`config.mk`:
```
export PLATFORM = sky130hd
export DESIGN_NAME = wdt_apb
export DESIGN_NICKNAME = d
export VERILOG_FILES = /design/src/rtl/wdt_pkg.sv /design/src/rtl/wdt_counter.sv /design/src/rtl/wdt_regs.sv /design/src/rtl/wdt_rdmux.sv /design/src/rtl/wdt_apb.sv
export SDC_FILE = /design/constraint.sdc
export NUM_CORES = 1
export LEC_CHECK = 0
export BUFFER_PORTS_ARGS = -buffer_cell sky130_fd_sc_hd__buf_2
export CORE_ASPECT_RATIO = 0.5
export CORE_MARGIN = 2
export CORE_UTILIZATION = 45
export CTS_BUF_LIST = sky130_fd_sc_hd__clkbuf_4
export DETAILED_ROUTE_END_ITERATION = 6
export PLACE_DENSITY = 0.73
export SKIP_LAST_GASP = 1
export SLEW_MARGIN = 20
export SYNTH_ARGS = -nofsm -noshare
export SYNTH_HDL_FRONTEND = slang
export SYNTH_HIERARCHICAL = 1
export SYNTH_SLANG_ARGS = --single-unit
```
`constraint.sdc`:
```
create_clock -name pclk -period 3.6 [get_ports pclk]
set_input_delay 0.72 -clock pclk [delete_from_list [all_inputs] [get_ports pclk]]
set_output_delay 0.72 -clock pclk [all_outputs]
set_load 0.02 [all_outputs]
```
`src/rtl/wdt_pkg.sv`:
```
package wdt_pkg;

    localparam int unsigned ADDR_W = 12;
    localparam int unsigned IDX_W  = ADDR_W - 2;
    localparam int unsigned DATA_W = 32;

    localparam logic [DATA_W-1:0] UNLOCK_KEY = 32'h1ACC_E551;

    // word indices (byte offset / 4)
    localparam logic [IDX_W-1:0] IDX_RELOAD = 10'h000;
    localparam logic [IDX_W-1:0] IDX_COUNT  = 10'h001;
    localparam logic [IDX_W-1:0] IDX_CTRL   = 10'h002;
    localparam logic [IDX_W-1:0] IDX_ACK    = 10'h003;
    localparam logic [IDX_W-1:0] IDX_RAW    = 10'h004;
    localparam logic [IDX_W-1:0] IDX_MSK    = 10'h005;
    localparam logic [IDX_W-1:0] IDX_GATE   = 10'h300;
    localparam logic [IDX_W-1:0] IDX_TMODE  = 10'h3C0;
    localparam logic [IDX_W-1:0] IDX_TDRIVE = 10'h3C1;
    localparam logic [IDX_W-1:0] IDX_ID_LO  = 10'h3F4;
    localparam logic [IDX_W-1:0] IDX_ID_HI  = 10'h3FF;

    typedef struct packed {
        logic rst_en;   // bit 1
        logic irq_en;   // bit 0
    } wdt_ctrl_t;

    function automatic logic [7:0] id_byte(input logic [3:0] slot,
                                           input logic [11:0] part,
                                           input logic [3:0] rev);
        logic [7:0] b;
        case (slot)
            4'd0:    b = 8'h04;
            4'd4:    b = part[7:0];
            4'd5:    b = {4'hA, part[11:8]};
            4'd6:    b = {rev, 4'hB};
            4'd8:    b = 8'h0D;
            4'd9:    b = 8'hF0;
            4'd10:   b = 8'h05;
            4'd11:   b = 8'hB1;
            default: b = 8'h00;
        endcase
        return b;
    endfunction

endpackage

```
`src/rtl/wdt_counter.sv`:
```
module wdt_counter #(
    parameter int unsigned CNT_W = 32
) (
    input  logic             clk,
    input  logic             rst_n,
    input  logic             tick_i,
    input  logic             ld_we_i,
    input  logic [CNT_W-1:0] ld_val_i,
    input  logic             ack_we_i,
    output logic [CNT_W-1:0] reload_o,
    output logic [CNT_W-1:0] count_o,
    output logic             raw_o,
    output logic             rflag_o
);

    typedef struct packed {
        logic [CNT_W-1:0] reload;
        logic [CNT_W-1:0] cnt;
        logic             run;
        logic             raw;
        logic             rflag;
    } cnt_state_t;

    localparam cnt_state_t RST_STATE = '{
        reload: '1, cnt: '1, run: 1'b1, raw: 1'b0, rflag: 1'b0};

    cnt_state_t st_d, st_q;
    logic       expire;

    assign expire = st_q.run && tick_i && (st_q.cnt <= CNT_W'(1));

    always_comb begin
        st_d = st_q;
        if (st_q.run && tick_i) begin
            if (expire) begin
                if (!st_q.raw) begin
                    st_d.raw = 1'b1;
                    st_d.cnt = st_q.reload;
                end else begin
                    st_d.rflag = 1'b1;
                    st_d.run   = 1'b0;
                    st_d.cnt   = '0;
                end
            end else begin
                st_d.cnt = st_q.cnt - CNT_W'(1);
            end
        end
        if (ack_we_i) begin
            st_d.raw = 1'b0;
            st_d.cnt = st_q.reload;
        end
        if (ld_we_i) begin
            st_d.reload = ld_val_i;
            st_d.cnt    = ld_val_i;
            st_d.run    = 1'b1;
        end
    end

    always_ff @(posedge clk or negedge rst_n) begin
        if (!rst_n) st_q <= RST_STATE;
        else        st_q <= st_d;
    end

    assign reload_o = st_q.reload;
    assign count_o  = st_q.cnt;
    assign raw_o    = st_q.raw;
    assign rflag_o  = st_q.rflag;

    assert_second_stage_needs_raw_R4: assert property (@(posedge clk) disable iff (!rst_n)
        $rose(st_q.rflag) |-> $past(st_q.raw));

    assert_reset_flag_sticky_R4: assert property (@(posedge clk) disable iff (!rst_n)
        st_q.rflag |=> st_q.rflag);

    assert_ack_clears_raw_R5: assert property (@(posedge clk) disable iff (!rst_n)
        ack_we_i |=> !st_q.raw);

    assert_load_restarts_R3: assert property (@(posedge clk) disable iff (!rst_n)
        ld_we_i |=> (st_q.cnt == $past(ld_val_i)) && st_q.run);

endmodule

```
`src/rtl/wdt_regs.sv`:
```
module wdt_regs
    import wdt_pkg::*;
#(
    parameter bit FREEZE = 1'b0
) (
    input  logic              clk,
    input  logic              rst_n,
    input  logic              wr_en_i,
    input  logic              idx_ok_i,
    input  logic [IDX_W-1:0]  idx_i,
    input  logic [DATA_W-1:0] wdata_i,
    input  logic              raw_i,
    input  logic              rflag_i,
    output logic              ld_we_o,
    output logic              ack_we_o,
    output wdt_ctrl_t         ctrl_o,
    output logic              locked_o,
    output logic              tmode_o,
    output logic              irq_o,
    output logic              rst_req_o
);

    typedef struct packed {
        wdt_ctrl_t  ctrl;
        logic       locked;
        logic       tmode;
        logic [1:0] tdrive;   // [1] interrupt, [0] reset
    } reg_state_t;

    localparam reg_state_t RST_STATE = '{
        ctrl: '0, locked: 1'b0, tmode: 1'b0, tdrive: 2'b00};

    reg_state_t rg_d, rg_q;
    logic       wr_hit;

    assign wr_hit = wr_en_i && idx_ok_i;

    always_comb begin
        rg_d     = rg_q;
        ld_we_o  = 1'b0;
        ack_we_o = 1'b0;
        if (wr_hit) begin
            if (idx_i == IDX_GATE) begin
                rg_d.locked = (wdata_i != UNLOCK_KEY);
            end else if (!rg_q.locked) begin
                case (idx_i)
                    IDX_RELOAD: ld_we_o  = 1'b1;
                    IDX_ACK:    ack_we_o = 1'b1;
                    IDX_CTRL: begin
                        if (!(FREEZE && rg_q.ctrl.irq_en))
                            rg_d.ctrl = wdt_ctrl_t'(wdata_i[1:0]);
                    end
                    IDX_TMODE: begin
                        if (!FREEZE) rg_d.tmode = wdata_i[0];
                    end
                    IDX_TDRIVE: begin
                        if (!FREEZE) rg_d.tdrive = wdata_i[1:0];
                    end
                    default: ;
                endcase
            end
        end
    end

    always_ff @(posedge clk or negedge rst_n) begin
        if (!rst_n) rg_q <= RST_STATE;
        else        rg_q <= rg_d;
    end

    assign ctrl_o    = rg_q.ctrl;
    assign locked_o  = rg_q.locked;
    assign tmode_o   = rg_q.tmode;
    assign irq_o     = rg_q.tmode ? rg_q.tdrive[1] : (raw_i   && rg_q.ctrl.irq_en);
    assign rst_req_o = rg_q.tmode ? rg_q.tdrive[0] : (rflag_i && rg_q.ctrl.rst_en);

    assert_locked_holds_R8: assert property (@(posedge clk) disable iff (!rst_n)
        (rg_q.locked && wr_en_i && idx_i != IDX_GATE)
        |=> $stable(rg_q.ctrl) && $stable(rg_q.tmode) && $stable(rg_q.tdrive));

    assert_key_sets_lock_R7: assert property (@(posedge clk) disable iff (!rst_n)
        (wr_hit && idx_i == IDX_GATE) |=> (rg_q.locked == ($past(wdata_i) != UNLOCK_KEY)));

    assert_frozen_ctrl_R10: assert property (@(posedge clk) disable iff (!rst_n)
        (FREEZE && rg_q.ctrl.irq_en) |=> $stable(rg_q.ctrl));

    assert_no_test_regs_R10: assert property (@(posedge clk) disable iff (!rst_n)
        FREEZE |-> !rg_q.tmode);

endmodule

```
`src/rtl/wdt_rdmux.sv`:
```
module wdt_rdmux
    import wdt_pkg::*;
#(
    parameter int unsigned CNT_W   = 32,
    parameter bit          FREEZE  = 1'b0,
    parameter logic [11:0] PART_NO = 12'h5A3,
    parameter logic [3:0]  REV     = 4'h1
) (
    input  logic              idx_ok_i,
    input  logic [IDX_W-1:0]  idx_i,
    input  logic [CNT_W-1:0]  reload_i,
    input  logic [CNT_W-1:0]  count_i,
    input  wdt_ctrl_t         ctrl_i,
    input  logic              raw_i,
    input  logic              locked_i,
    input  logic              tmode_i,
    output logic [DATA_W-1:0] rdata_o
);

    logic       tmode_vis;
    logic [3:0] id_slot;

    generate
        if (FREEZE) begin : g_no_test
            assign tmode_vis = 1'b0;
        end else begin : g_test
            assign tmode_vis = tmode_i;
        end
    endgenerate

    assign id_slot = 4'(idx_i - IDX_ID_LO);

    always_comb begin
        rdata_o = '0;
        if (idx_ok_i) begin
            case (idx_i)
                IDX_RELOAD: rdata_o = DATA_W'(reload_i);
                IDX_COUNT:  rdata_o = DATA_W'(count_i);
                IDX_CTRL:   rdata_o = DATA_W'(ctrl_i);
                IDX_RAW:    rdata_o = DATA_W'(raw_i);
                IDX_MSK:    rdata_o = DATA_W'(raw_i && ctrl_i.irq_en);
                IDX_GATE:   rdata_o = DATA_W'(locked_i);
                IDX_TMODE:  rdata_o = DATA_W'(tmode_vis);
                default: begin
                    if (idx_i >= IDX_ID_LO && idx_i <= IDX_ID_HI)
                        rdata_o = DATA_W'(id_byte(id_slot, PART_NO, REV));
                end
            endcase
        end
    end

endmodule

```
`src/rtl/wdt_apb.sv`:
```
module wdt_apb
    import wdt_pkg::*;
#(
    parameter int unsigned CNT_W   = 32,
    parameter bit          FREEZE  = 1'b0,
    parameter logic [11:0] PART_NO = 12'h5A3,
    parameter logic [3:0]  REV     = 4'h1
) (
    input  logic              pclk,
    input  logic              presetn,
    input  logic              psel,
    input  logic              penable,
    input  logic              pwrite,
    input  logic [ADDR_W-1:0] paddr,
    input  logic [DATA_W-1:0] pwdata,
    output logic [DATA_W-1:0] prdata,
    output logic              pready,
    output logic              pslverr,
    input  logic              tick_en,
    output logic              irq_o,
    output logic              rst_req_o
);

    logic              wr_en;
    logic              idx_ok;
    logic [IDX_W-1:0]  idx;
    logic              ld_we, ack_we;
    logic [CNT_W-1:0]  reload_v, count_v;
    logic              raw, rflag, locked, tmode;
    wdt_ctrl_t         ctrl;

    assign wr_en   = psel && penable && pwrite;
    assign idx     = paddr[ADDR_W-1:2];
    assign idx_ok  = (paddr[1:0] == 2'b00);
    assign pready  = 1'b1;
    assign pslverr = 1'b0;

    wdt_counter #(.CNT_W(CNT_W)) u_cnt (
        .clk      (pclk),
        .rst_n    (presetn),
        .tick_i   (tick_en),
        .ld_we_i  (ld_we),
        .ld_val_i (pwdata[CNT_W-1:0]),
        .ack_we_i (ack_we),
        .reload_o (reload_v),
        .count_o  (count_v),
        .raw_o    (raw),
        .rflag_o  (rflag)
    );

    wdt_regs #(.FREEZE(FREEZE)) u_regs (
        .clk       (pclk),
        .rst_n     (presetn),
        .wr_en_i   (wr_en),
        .idx_ok_i  (idx_ok),
        .idx_i     (idx),
        .wdata_i   (pwdata),
        .raw_i     (raw),
        .rflag_i   (rflag),
        .ld_we_o   (ld_we),
        .ack_we_o  (ack_we),
        .ctrl_o    (ctrl),
        .locked_o  (locked),
        .tmode_o   (tmode),
        .irq_o     (irq_o),
        .rst_req_o (rst_req_o)
    );

    wdt_rdmux #(.CNT_W(CNT_W), .FREEZE(FREEZE), .PART_NO(PART_NO), .REV(REV)) u_rd (
        .idx_ok_i (idx_ok),
        .idx_i    (idx),
        .reload_i (reload_v),
        .count_i  (count_v),
        .ctrl_i   (ctrl),
        .raw_i    (raw),
        .locked_i (locked),
        .tmode_i  (tmode),
        .rdata_o  (prdata)
    );

    assert_irq_follows_raw_R6: assert property (@(posedge pclk) disable iff (!presetn)
        (!tmode && ctrl.irq_en) |-> (irq_o == raw));

endmodule

```
Yosys cells after proc, flatten, opt, wreduce, memory -nomap -nowiden
Memory sizes are Yosys's and may differ from the RTL's. Cells that the tools add are included.

Add/sub/neg operators: 2. Magnitude comparators: 3. Eq/ne operators: 9. Muxes and demuxes: 22. Bitwise gates (word level): 2. Reduce and logical (&&, ||, !) cells: 23.

Operator list (count): case mux 32 bit (7 select lines) (1); 2-to-1 mux 32 bit (4); 2-to-1 mux 35 bit (1); 2-to-1 mux 33 bit (1); <= comparator 32 x 1 -> 1 bit (second input constant) (1); inequality test 32 x 29 -> 1 bit (second input constant) (1); subtractor 32 x 1 -> 32 bit (second input constant) (1); == test 10 bit (second input constant) (3); == test 10 x 2 -> 1 bit (second input constant) (2); == test 10 x 3 -> 1 bit (second input constant) (2); 2-to-1 mux 1 bit (13); AND reduction 4 bit (3); == test 10 x 1 -> 1 bit (second input constant) (1); greater-or-equal comparator 10 bit (second input constant) (1); <= comparator 10 bit (second input constant) (1); logical NOT 10 bit (1); nonzero test 2 bit (5); logical AND 1 bit (8); 2-to-1 mux 8 bit (1); AND reduction 3 bit (2); AND reduction 2 bit (2); subtractor 4 x 3 -> 4 bit (second input constant) (1); 2-to-1 mux 3 bit (1); nonzero test 3 bit (1); 2 further kinds (3).

Flip-flop bits (word level): 73. Bits in read-only memories: 128. Input bits: 50. Output and inout bits: 36. Memories: 1.

Memories: (no name shown) (depth 16, width 8, read ports 1, clocked after Yosys merged registers in 0, write ports 0, RTL line wdt_pkg.sv:31) `case (slot)`.

Depth between registers and ports, before layout
Gate-level depths: netlist of run 1.

Depth after elaboration: 7. Mapped depth: 10. Depth with buffers taken out: 9.

Cells and area by module
The synthesis of run 1 kept the hierarchy.

By module, submodules not included: wdt_counter (times used 1, cells each 530, area each 4631.9 sq um, seq. area each 1757.9 sq um); wdt_rdmux (times used 1, cells each 134, area each 898.4 sq um, seq. area each 0.0 sq um); wdt_regs (times used 1, cells each 51, area each 480.5 sq um, seq. area each 150.1 sq um); wdt_apb (times used 1, cells each 6, area each 32.5 sq um, seq. area each 0.0 sq um).

Worst setup path after synthesis of run 1
OpenSTA, ideal clock, no wires.

Path type: input -> output. From: in paddr[4]. To: out prdata[2]. Arrival: 2.776 ns. Required time: 2.880 ns. Path slack: 0.104 ns. Stages on the path: 7. Path through: inv_1 ha_1 or3b_2 nor4_2 o21ai_2 buf_6 o32ai_1.

Word-level cells in the longest chain between the ends: 5. Elaborated cells between the ends (all ways): 15.

RTL lines: from (decl) (RTL line wdt_apb.sv:14) `input logic [ADDR_W-1:0] paddr,`; subtractor 4 x 3 -> 4 bit (tied with other cells) (RTL line wdt_rdmux.sv:31) `assign id_slot = 4'(idx_i - IDX_ID_LO);`; memory (16 x 8 bit) or logical AND 1 bit (tied branches); 2-to-1 mux 8 bit (RTL line wdt_rdmux.sv:45) `if (idx_i >= IDX_ID_LO && idx_i <= IDX_ID_HI)`; case mux 32 bit (7 select lines) * (RTL line wdt_rdmux.sv:36) `case (idx_i)`; 2-to-1 mux 32 bit * (RTL line wdt_rdmux.sv:35) `if (idx_ok_i) begin`; to (decl) (RTL line wdt_apb.sv:16) `output logic [DATA_W-1:0] prdata,`.

Mark *: on every way between the ends. The rest lies on a longest branch, timed or not.

Final worst setup path of run 1
From: in paddr[5]. To: out prdata[0].

The elaborated chain is that of the path after synthesis.

==> out/metrics.yaml, run 1 <==
fin_crit_sh_pct: 95.6
final_cell_area_um2: 6380
wl_met2_um: 7530
routedWlPerCell_um: 18.8
grt_use_total_pct: 23.8
critical_path.max_stage_delay_ns: 0.57
slew_headroom_pct: 46.9
grt_max_degree: 52
via_count: 5456
fmax_ghz: 0.291
synth.most_common_cell: "buf_4"
cts.sinks: 73
synth_ff_type: "dfstp_2"
p_per_area_nw_per_um2: 230
cts_root_buf: "clkbuf_4"
finalWirelength_um: 17000
synth_top_area_cell: "dfstp_2"
worstMarginPinSlew_ns: 0.797
synth.area.top_cells: "dfstp_2, buf_4, o21ai_0, a22oi_1, nand2_1"
synthArstFlopShare_pct: 100
hold_class: "input pin to asynchronous set/reset pin"
cp.required_ns: 2.88
die_area_um2: 14400
finalSetupViolCount: 0
hold_viol_final: 0
syn_to_final_growth_pct: 5.57
endpoint_kind: "output pin"
slowest_stage: "or3b_2"
portBuffers: 83
ant_nets: 0
maxCapViolations: 0
grt_pass1_wl_um: 27200
route.top_layer_used: "met4"
core_um2: 12900
synthTopCellsByCount: "buf_4, nand2_1, dfstp_2"
synth_cell_types: 78
place_congestion: 0.868
synth.net_count: 776
antennaDiodeCount: 0
p_leak_uw: 0.00265
drc_errors: 0
yosysTopAreaCellShare_pct: 28.3
finalSetupTns_ns: 0
skew_ns: 0.0156
die_h_um: 85.9
cp_cell_sequence: "buf_2 > inv_1 > ha_1 > or3b_2 > a2111oi_1 > a21oi_1 > a311oi_2 > buf_2"
drv_slew: 0
wl_met3_um: 1300
vdd_ir_drop_max_mv: 0.101
cts-buffers-inserted: 9
yosys_warnings: 6
htreeDepth: 3
via_per_inst: 6.03
insertion_delay_ns: 0.45
ys_seq_elements: 73
status: "complete, no violations"
start_util_pct: 46.9
drt_iter0_drc: 566
seq_area_frac_synth_pct: 31.6
antenna_found_initial: 0
dp.final_hpwl_um: 12000
fin_nets: 785
pin_count: 86
path_class: "input pin to output pin"
cp-start-kind: "input pin"
placed_area_um2: 6220
wl_met1_um: 7970
worst_path_most_repeated_cell: "buf_2"
cp_top_family: "compound AO/OA/AOI/OAI gates"
synth_area_um2: 6040
rsz0062_at_grt: "true"
grt_overflow_total: 0
die_w_um: 168
cp_num_buf_inv: 3
grt_pass1_vias: 5089
clk_pin_slew_ns: 0.12
period_minus_slack_ns: 3.44
netlist_instances: 721
cts_hold_buf: 0
cts_tree: "built"
crit_fanout: 6
avgSynthCellArea_um2: 8.38
clockBufferDepth: 2
rows: 29
critPathArrivalTime_ns: 2.72
synth-edff-count: 0
final_layout_size_suffix_gt1_share_pct: 31.6
firstDrtPassIters: 5
metal layers:
metal	vias to the layer above	track usage, %
li1	2566	-
met1	2626	33.6
met2	246	37.7
met3	18	5.12
met4	0	5.53
met5	-	0
cells by family after synthesis:
logic type	after synthesis	synth area share, %
buf+inv	145	13.7
fa+ha+maj	5	1.04
simple gates	251	23.4
flops	73	31.6
compound gates	193	21.7
mux	29	5.07
xor+xnor	23	3.33
other cells	2	0.124
report_power, final:
part | switching (uW) | leakage, uW | internal, uW
Clock | 306 | 0.0000698 | 215
Combinational | 75.8 | 0.00180 | 45.4
Sequential | 0.142 | 0.000778 | 824
Total | 382 | 0.00265 | 1080
final timing paths:
path,slack [ns],end,from,depth (start not counted)
min in group pclk,0.50,u_cnt/reload_o[16],u_cnt/reload_o[16],2
max,0.16,prdata[0],paddr[5],8
min reg2reg,0.50,u_cnt/reload_o[16],u_cnt/reload_o[16],2
max in group asynchronous,2.50,u_cnt/reload_o[13],presetn,2
min,0.36,u_regs/rg_q[0],presetn,1
max reg2reg,0.84,u_cnt/count_o[5],u_cnt/count_o[10],6
stage by stage:
| step | util, % | instances | hold slack, ns | worst slack (ns) | total power [uW] |
|---|---|---|---|---|---|
| finish | 49.5 | 905 | 0.359 | 0.158 | 1470 |
| global route | 49.5 | 905 | 0.389 | -0.00174 | 1530 |
| CTS | 49.4 | 905 | 0.356 | 0.0296 | 1480 |
| detailed placement | 48.3 | 889 | 0.468 | 0.0434 | 956 |
| global placement | 48.3 | 889 | 0.451 | 0.0726 | 955 |
| floorplan | - | 721 | 0.424 | 0.104 | 883 |
layout make-up:
type	count	area, um2
clock buffers	10	75.1
flip-flops and latches	73	1910
fillers	1208	6500
well taps	170	213
repair buffers	108	653
multi-input cells	503	3340
clock inverters	6	58.8
inverters	35	131
sequential cells by signal, indices dropped and copies added (netlist names):
| signal | count |
|---|---|
| u_regs/locked_o | 1 |
| u_cnt/raw_o | 1 |
| u_cnt/st_q | 1 |
| u_regs/tmode_o | 1 |
| u_cnt/rflag_o | 1 |
| u_cnt/count_o | 32 |
| u_regs/ctrl_o | 2 |
| u_regs/rg_q | 2 |
| u_cnt/reload_o | 32 |
cells in the final DEF, fill, tap and decap left out, types with 4 or more instances in the layout:
cell type and count:
nor4_1 12, a221oi_1 4, a21oi_1 37, nor3_1 11, xnor2_1 13, o31ai_1 5, buf_12 4, mux2_2 13
nor2_1 59, o32ai_1 4, buf_2 83, dfstp_2 65, nand3_1 11, mux2i_1 16, ha_1 5, nand2_1 67
o221ai_1 8, a22oi_1 35, a221o_1 12, nor2b_1 10, dfrtp_1 8, nand3b_1 5, nand4_1 9, o21ai_0 57
xor2_1 10, or4_1 5, clkbuf_4 10, and3_1 4, nand2b_1 4, nor3b_1 8, nor4bb_1 4, inv_1 34
buf_4 21, or3_1 6
what timing repair did:
action / 4_1_cts / 5_1_grt
endpoints found under the setup margin: 0 / 30
resized for setup: 0 / 4
setup buffers: 0 / 0
Power figures use the tool's default switching activity.
==> inputs of run 2 (changes only) <==
--- a/config.mk
+++ b/config.mk
@@ -11,10 +11,10 @@
 export CORE_UTILIZATION = 45
 export CTS_BUF_LIST = sky130_fd_sc_hd__clkbuf_4
 export DETAILED_ROUTE_END_ITERATION = 6
-export PLACE_DENSITY = 0.73
+export HOLD_SLACK_MARGIN = 0.03
+export PLACE_DENSITY = 0.74
 export SKIP_LAST_GASP = 1
 export SLEW_MARGIN = 20
 export SYNTH_ARGS = -nofsm -noshare
 export SYNTH_HDL_FRONTEND = slang
-export SYNTH_HIERARCHICAL = 1
 export SYNTH_SLANG_ARGS = --single-unit
==> run 2 against run 1 <==
  * First-iteration DRC count increased by 25%
  * Total power increased by 14%
  * Synthesized cell count decreased by 5.3%
  * Sequential share of layout area increased by 0.75 points
  * Design area decreased by 2.4%
  * Setup slack improved by 0.0058 ns
  * Combinational power about the same
  * Clock skew increased by 0.0028 ns
  * Wire length increased by 6.1%
  * Via count increased by 5.3%
==> out/metrics.yaml, run 2 <==
status: "complete, no violations"
synthArstFlopShare_pct: 100  # unchanged
grt_pass1_vias: 5538  # +8.8%
synthTopCellsByCount: "nand2_1, nor2_1, dfstp_2"
yosys_warnings: 0  # -6
cts_root_buf: "clkbuf_4"
via_per_inst: 6.14  # +1.9%
fin_crit_sh_pct: 95.5  # -0.16 points
synth_ff_type: "dfstp_2"
ant_nets: 0  # unchanged
fin_nets: 826  # +5.2%
rsz0062_at_grt: "false"
pin_count: 86  # unchanged
cp_num_buf_inv: 4  # +1
synth_area_um2: 5310  # -12%
start_util_pct: 47.2  # +0.29 points
period_minus_slack_ns: 3.44  # -0.00584 ns
path_class: "input pin to output pin"
reg2reg_slack_ns: 0.50  # -0.34 ns
finalSetupViolCount: 0  # unchanged
cp_top_family: "simple AND/OR/NAND/NOR gates"
worstMarginPinSlew_ns: 0.801  # +0.00424 ns
final_layout_size_suffix_gt1_share_pct: 28.9  # -2.7 points
via_count: 5745  # +5.3%
synth.net_count: 738  # -4.9%
critPathArrivalTime_ns: 2.72  # about the same
seq_area_frac_synth_pct: 35.9  # +4.4 points
die_w_um: 158  # -6.1%
die_area_um2: 12700  # -12%
cp.required_ns: 2.88  # about the same
grt_pass1_wl_um: 29100  # +7.0%
grt_max_degree: 36  # -31%
final_cell_area_um2: 6220  # -2.4%
grt_use_total_pct: 29.6  # +5.8 points
ys_seq_elements: 73  # unchanged
firstDrtPassIters: 5  # unchanged
drc_errors: 0  # unchanged
syn_to_final_growth_pct: 17.2
clockBufferDepth: 2  # unchanged
insertion_delay_ns: 0.45  # about the same
fmax_ghz: 0.291  # +0.17%
r2r_cells: 6  # unchanged
crit_fanout: 24  # +18
cts_tree: "built"
drt_iter0_drc: 710  # +25%
yosysTopAreaCellShare_pct: 32.2  # +3.9 points
endpoint_kind: "output pin"
vdd_ir_drop_max_mv: 0.115  # +14%
finalSetupTns_ns: 0  # unchanged
portBuffers: 83  # unchanged
cts.sinks: 73  # unchanged
place_ws_ns: 0.0973  # +0.0540 ns
synth.area.top_cells: "dfstp_2, nand2_1, nor2_1, a22oi_1, o21ai_0"
hold_viol_final: 0  # unchanged
die_h_um: 80.8  # -6.0%
drv_slew: 0  # unchanged
synth.most_common_cell: "nand2_1"
hold_class: "input pin to asynchronous set/reset pin"
antennaDiodeCount: 0  # unchanged
antenna_found_initial: 0  # unchanged
slowest_stage: "or3b_2"
finalWirelength_um: 18000  # +6.1%
cp_cell_sequence: "buf_2 > inv_1 > ha_1 > or3b_2 > nor2_1 > nand2_1 > o22ai_2 > nand2_1 > buf_4 > nor2_1 > buf_2"
clk_pin_slew_ns: 0.12  # about the same
htreeDepth: 3  # unchanged
dp.final_hpwl_um: 13300  # +11%
rows: 27  # -6.9%
slew_headroom_pct: 46.6  # -0.28 points
core_um2: 11200  # -13%
r2r_end: "u_cnt.count_o[1]"
netlist_instances: 683  # -5.3%
final_cell_mix: "nand2_1, nor2_1, buf_2"
synth_top_area_cell: "dfstp_2"
cp-start-kind: "input pin"
setup_slack_ns: 0.164  # +0.00584 ns
synth-edff-count: 0  # unchanged
maxCapViolations: 0  # unchanged
r2r_start: "u_cnt.count_o[29]"
final_common_cell: "nand2_1"
placed_area_um2: 6020  # -3.3%
routedWlPerCell_um: 19.3  # +2.7%
skew_ns: 0.0183  # +0.00277 ns
place_congestion: 0.898  # +3.4%
p_per_area_nw_per_um2: 269  # +17%
grt_overflow_total: 0  # unchanged
critical_path.max_stage_delay_ns: 0.47  # -0.10 ns
cts-buffers-inserted: 9  # unchanged
synth_cell_types: 74  # -5.1%
avgSynthCellArea_um2: 7.77  # -7.2%
p_leak_uw: 0.00275  # +4.0%
==> run 2: how the worst max path moves through the flow <==
stage / slack [ns] / end / depth (start not counted) / start
finish: 0.16 / prdata[16] / 11 / paddr[4]
global route: 0.02 / prdata[18] / 11 / paddr[4]
CTS: 0.09 / prdata[16] / 11 / paddr[4]
detailed placement: 0.1 / prdata[16] / 11 / paddr[4]
global placement: 0.17 / prdata[8] / 11 / paddr[4]
floorplan: 0.1 / prdata[6] / 7 / paddr[4]
==> run 2: timing repair <==
item | 4_1_cts | 5_1_grt
hold buffers | 0 | 0
resized for setup | 0 | 1
setup buffers | 0 | 0
setup endpoints to repair | 0 | 25
==> run 2: logic make-up after synthesis <==
logic type / share of synthesized area, %
and+or+nand+nor: 31.6
other: 0.141
adders and majority gates: 1.18
AOI/OAI and AO/OA: 21.7
muxes: 1.81
xor gates and xnor gates: 3.30
buffers and inverters: 4.26
DFF: 35.9
==> run 2: report_power, final <==
part,internal (uW),switching [uW]
sequential,825,0.752
clock,416,314
combinational,43.7,76.5
==> run 2: final cells by class <==
cell class | instances | area [um2]
Clock buffer | 9 | 67.6
Clock inverter | 7 | 133
Inverter | 11 | 41.3
Fill cell | 1059 | 5020
Tap cell | 159 | 199
Multi-Input combinational cell | 558 | 3200
Sequential cell | 73 | 1910
Timing Repair Buffer | 118 | 678
==> run 2: layer usage <==
metal | wire [um] | global-route usage, % | share of wire (%)
met1 | 7810 | 41.5 | 43
met2 | 7800 | 45.1 | 43
met3 | 2080 | 7.58 | 12
met4 | 350 | 9.45 | 1.9
met5 | 0 | 0 | 0
==> run 2: through the flow <==
stage | total power [uW] | hold WS (ns) | std cells | util (%)
after global placement | 955 | 0.441 | 919 | 53.5
after floorplan | 883 | 0.424 | 683 | -
after global routing | 1720 | 0.387 | 935 | 55.3
after detailed placement | 956 | 0.448 | 919 | 53.5
after CTS | 1690 | 0.362 | 935 | 55.3
final | 1680 | 0.353 | 935 | 55.3
==> inputs of run 3 (changes only) <==
==> constraint.sdc (replaced) <==
create_clock -name pclk -period 3.4 [get_ports pclk]
set_input_delay 0.68 -clock pclk [delete_from_list [all_inputs] [get_ports pclk]]
set_output_delay 0.68 -clock pclk [all_outputs]
set_load 0.02 [all_outputs]
==> run 3 against run 2 <==
  * Combinational power grew 10%
  * Register-to-register slack lost 0.08 ns
  * Clock power is 4.4% lower
  * Largest cell class unchanged
  * Largest power group unchanged
==> out/metrics.yaml, run 3 (synthesized netlist as in run 2, its figures left out) <==
ant_nets: 0  # unchanged
via_per_inst: 6.07  # -1.2%
htreeDepth: 3  # unchanged
multiInputGateArea_um2: 3210  # +0.43%
final_cell_mix: "nand2_1, nor2_1, buf_2"
cts_tree: "built"
grt_overflow_total: 0  # unchanged
rows: 27  # unchanged
grt_use_total_pct: 28.7  # -0.97 points
crit_fanout: 16  # -33%
status: "complete, no violations"
die_w_um: 158  # unchanged
fmax_ghz: 0.302
use_met2_pct: 43.9  # -1.2 points
crit_start: "paddr[5]"
place_inst: 925  # +0.65%
met1_usage_pct: 38.9  # -2.7 points
finalSetupTns_ns: 0  # unchanged
slew_headroom_pct: 46.9  # +0.30 points
top_usage_layer: "met2"
p_leak_uw: 0.00281  # +2.2%
r2r_start: "u_cnt.count_o[29]"
vdd_ir_drop_max_mv: 0.208  # +80%
core_um2: 11200  # unchanged
period_minus_slack_ns: 3.32
reg2reg_slack_ns: 0.42  # -0.08 ns
rsz0062_at_grt: "true"
fill_cells: 1041  # -1.7%
syn_to_final_growth_pct: 18.9
insertion_delay_ns: 0.46  # about the same
utilization_pct: 56.1  # +0.79 points
grt_pass1_wl_um: 28100  # -3.5%
final_layout_size_suffix_gt1_share_pct: 29.8  # +0.98 points
grt_pass1_vias: 5363  # -3.2%
worstSetupEndpoint: "prdata[22]"
final_common_cell: "nand2_1"
regArea_um2: 1910  # unchanged
endpoint_kind: "output pin"
drc_errors: 0  # unchanged
p_per_area_nw_per_um2: 270  # +0.31%
clk_pin_slew_ns: 0.11  # about the same
firstDrtPassIters: 5  # unchanged
r2r_cells: 6  # unchanged
maxCapViolations: 0  # unchanged
path_class: "input pin to output pin"
finalNonFillerCells: 943  # +0.86%
cts.sinks: 73  # unchanged
portBuffers: 83  # unchanged
worstMarginPinSlew_ns: 0.797  # -0.00449 ns
drv_slew: 0  # unchanged
antenna_found_initial: 0  # unchanged
die_area_um2: 12700  # unchanged
die_h_um: 80.8  # unchanged
skew_ns: 0.0156  # -0.00278 ns
finalWirelength_um: 18100  # +0.30%
dp.final_hpwl_um: 12800  # -3.3%
r2r_end: "u_cnt.count_o[1]"
routedWlPerCell_um: 19.2  # -0.55%
cp.required_ns: 2.72  # -0.16 ns
via_count: 5726  # -0.33%
cts_hold_buf: 0  # unchanged
grt_max_degree: 36  # unchanged
place_congestion: 0.967  # +7.8%
finalSetupViolCount: 0  # unchanged
drt_iter0_drc: 576  # -19%
fin_crit_sh_pct: 97.5
fin_nets: 834  # +0.97%
total_power_uw: 1710  # +1.7%
cts-buffers-inserted: 9  # unchanged
start_util_pct: 47.2  # unchanged
cts_root_buf: "clkbuf_4"
clockBufferDepth: 2  # unchanged
antennaDiodeCount: 0  # unchanged
grtUsageMet3_pct: 9.02  # +1.4 points
hold_viol_final: 0  # unchanged
critPathArrivalTime_ns: 2.64  # -0.08 ns
cp-start-kind: "input pin"
pin_count: 86  # unchanged
hold_class: "input pin to asynchronous set/reset pin"
[run 3: layout make-up]
| cell class | count | share of cell area (%) |
|---|---|---|
| Clock buffer | 10 | 1.19 |
| Multi-Input combinational cell | 558 | 50.9 |
| Tap cell | 159 | 3.15 |
| Inverter | 11 | 0.654 |
| Clock inverter | 6 | 1.68 |
| Sequential cell | 73 | 30.2 |
| Timing Repair Buffer | 126 | 12.2 |
[run 3: routing by layer]
metal,vias to the layer above,share of wire [%]
met5,-,0
met4,0,1.8
met3,28,12
met2,324,44
met1,2710,42
li1,2664,-
[run 3: worst max-delay path, stage by stage]
cell     delay, ns
buf_2         0.09
inv_1         0.09
ha_1          0.17
or3b_2        0.46
buf_4         0.18
nor3_4        0.17
buf_4         0.18
buf_6         0.20
a22oi_1       0.13
nor2_1        0.10
buf_2         0.17
[run 3: worst min path at each step]
stage	cells past startpoint	slack [ns]	to	start
global placement	1	0.44	u_cnt.rflag_o	u_cnt.rflag_o
floorplan	0	0.38	u_cnt.raw_o	presetn
finish	1	0.31	u_cnt.raw_o	presetn
CTS	1	0.32	u_cnt.rflag_o	presetn
global route	1	0.33	u_cnt.rflag_o	presetn
detailed placement	2	0.46	u_cnt.reload_o[10]	u_cnt.reload_o[10]
[run 3: where the power goes]
part	internal [uW]	switching (uW)
clock	376	322
sequential	873	0.774
combinational	47.6	84.9
[run 3: repair_timing]
item / CTS / global route
endpoints found under the setup margin: 8 / 25
pin swaps: 0 / 0
buffers inserted: 0 / 1
resized for setup: 1 / 4
endpoints found under the hold margin: 0 / 0
gates cloned: 0 / 1
[run 3: through the flow]
step / setup WS (ns) / instance area (um2) / hold WS (ns)
2_1_floorplan: 0.00825 / 5310 / 0.384
3_3_place_gp: 0.0186 / 6090 / 0.445
3_5_place_dp: -0.00205 / 6090 / 0.461
4_1_cts: 0.0420 / 6270 / 0.323
5_1_grt: -0.0494 / 6310 / 0.329
6_report: 0.0839 / 6310 / 0.310
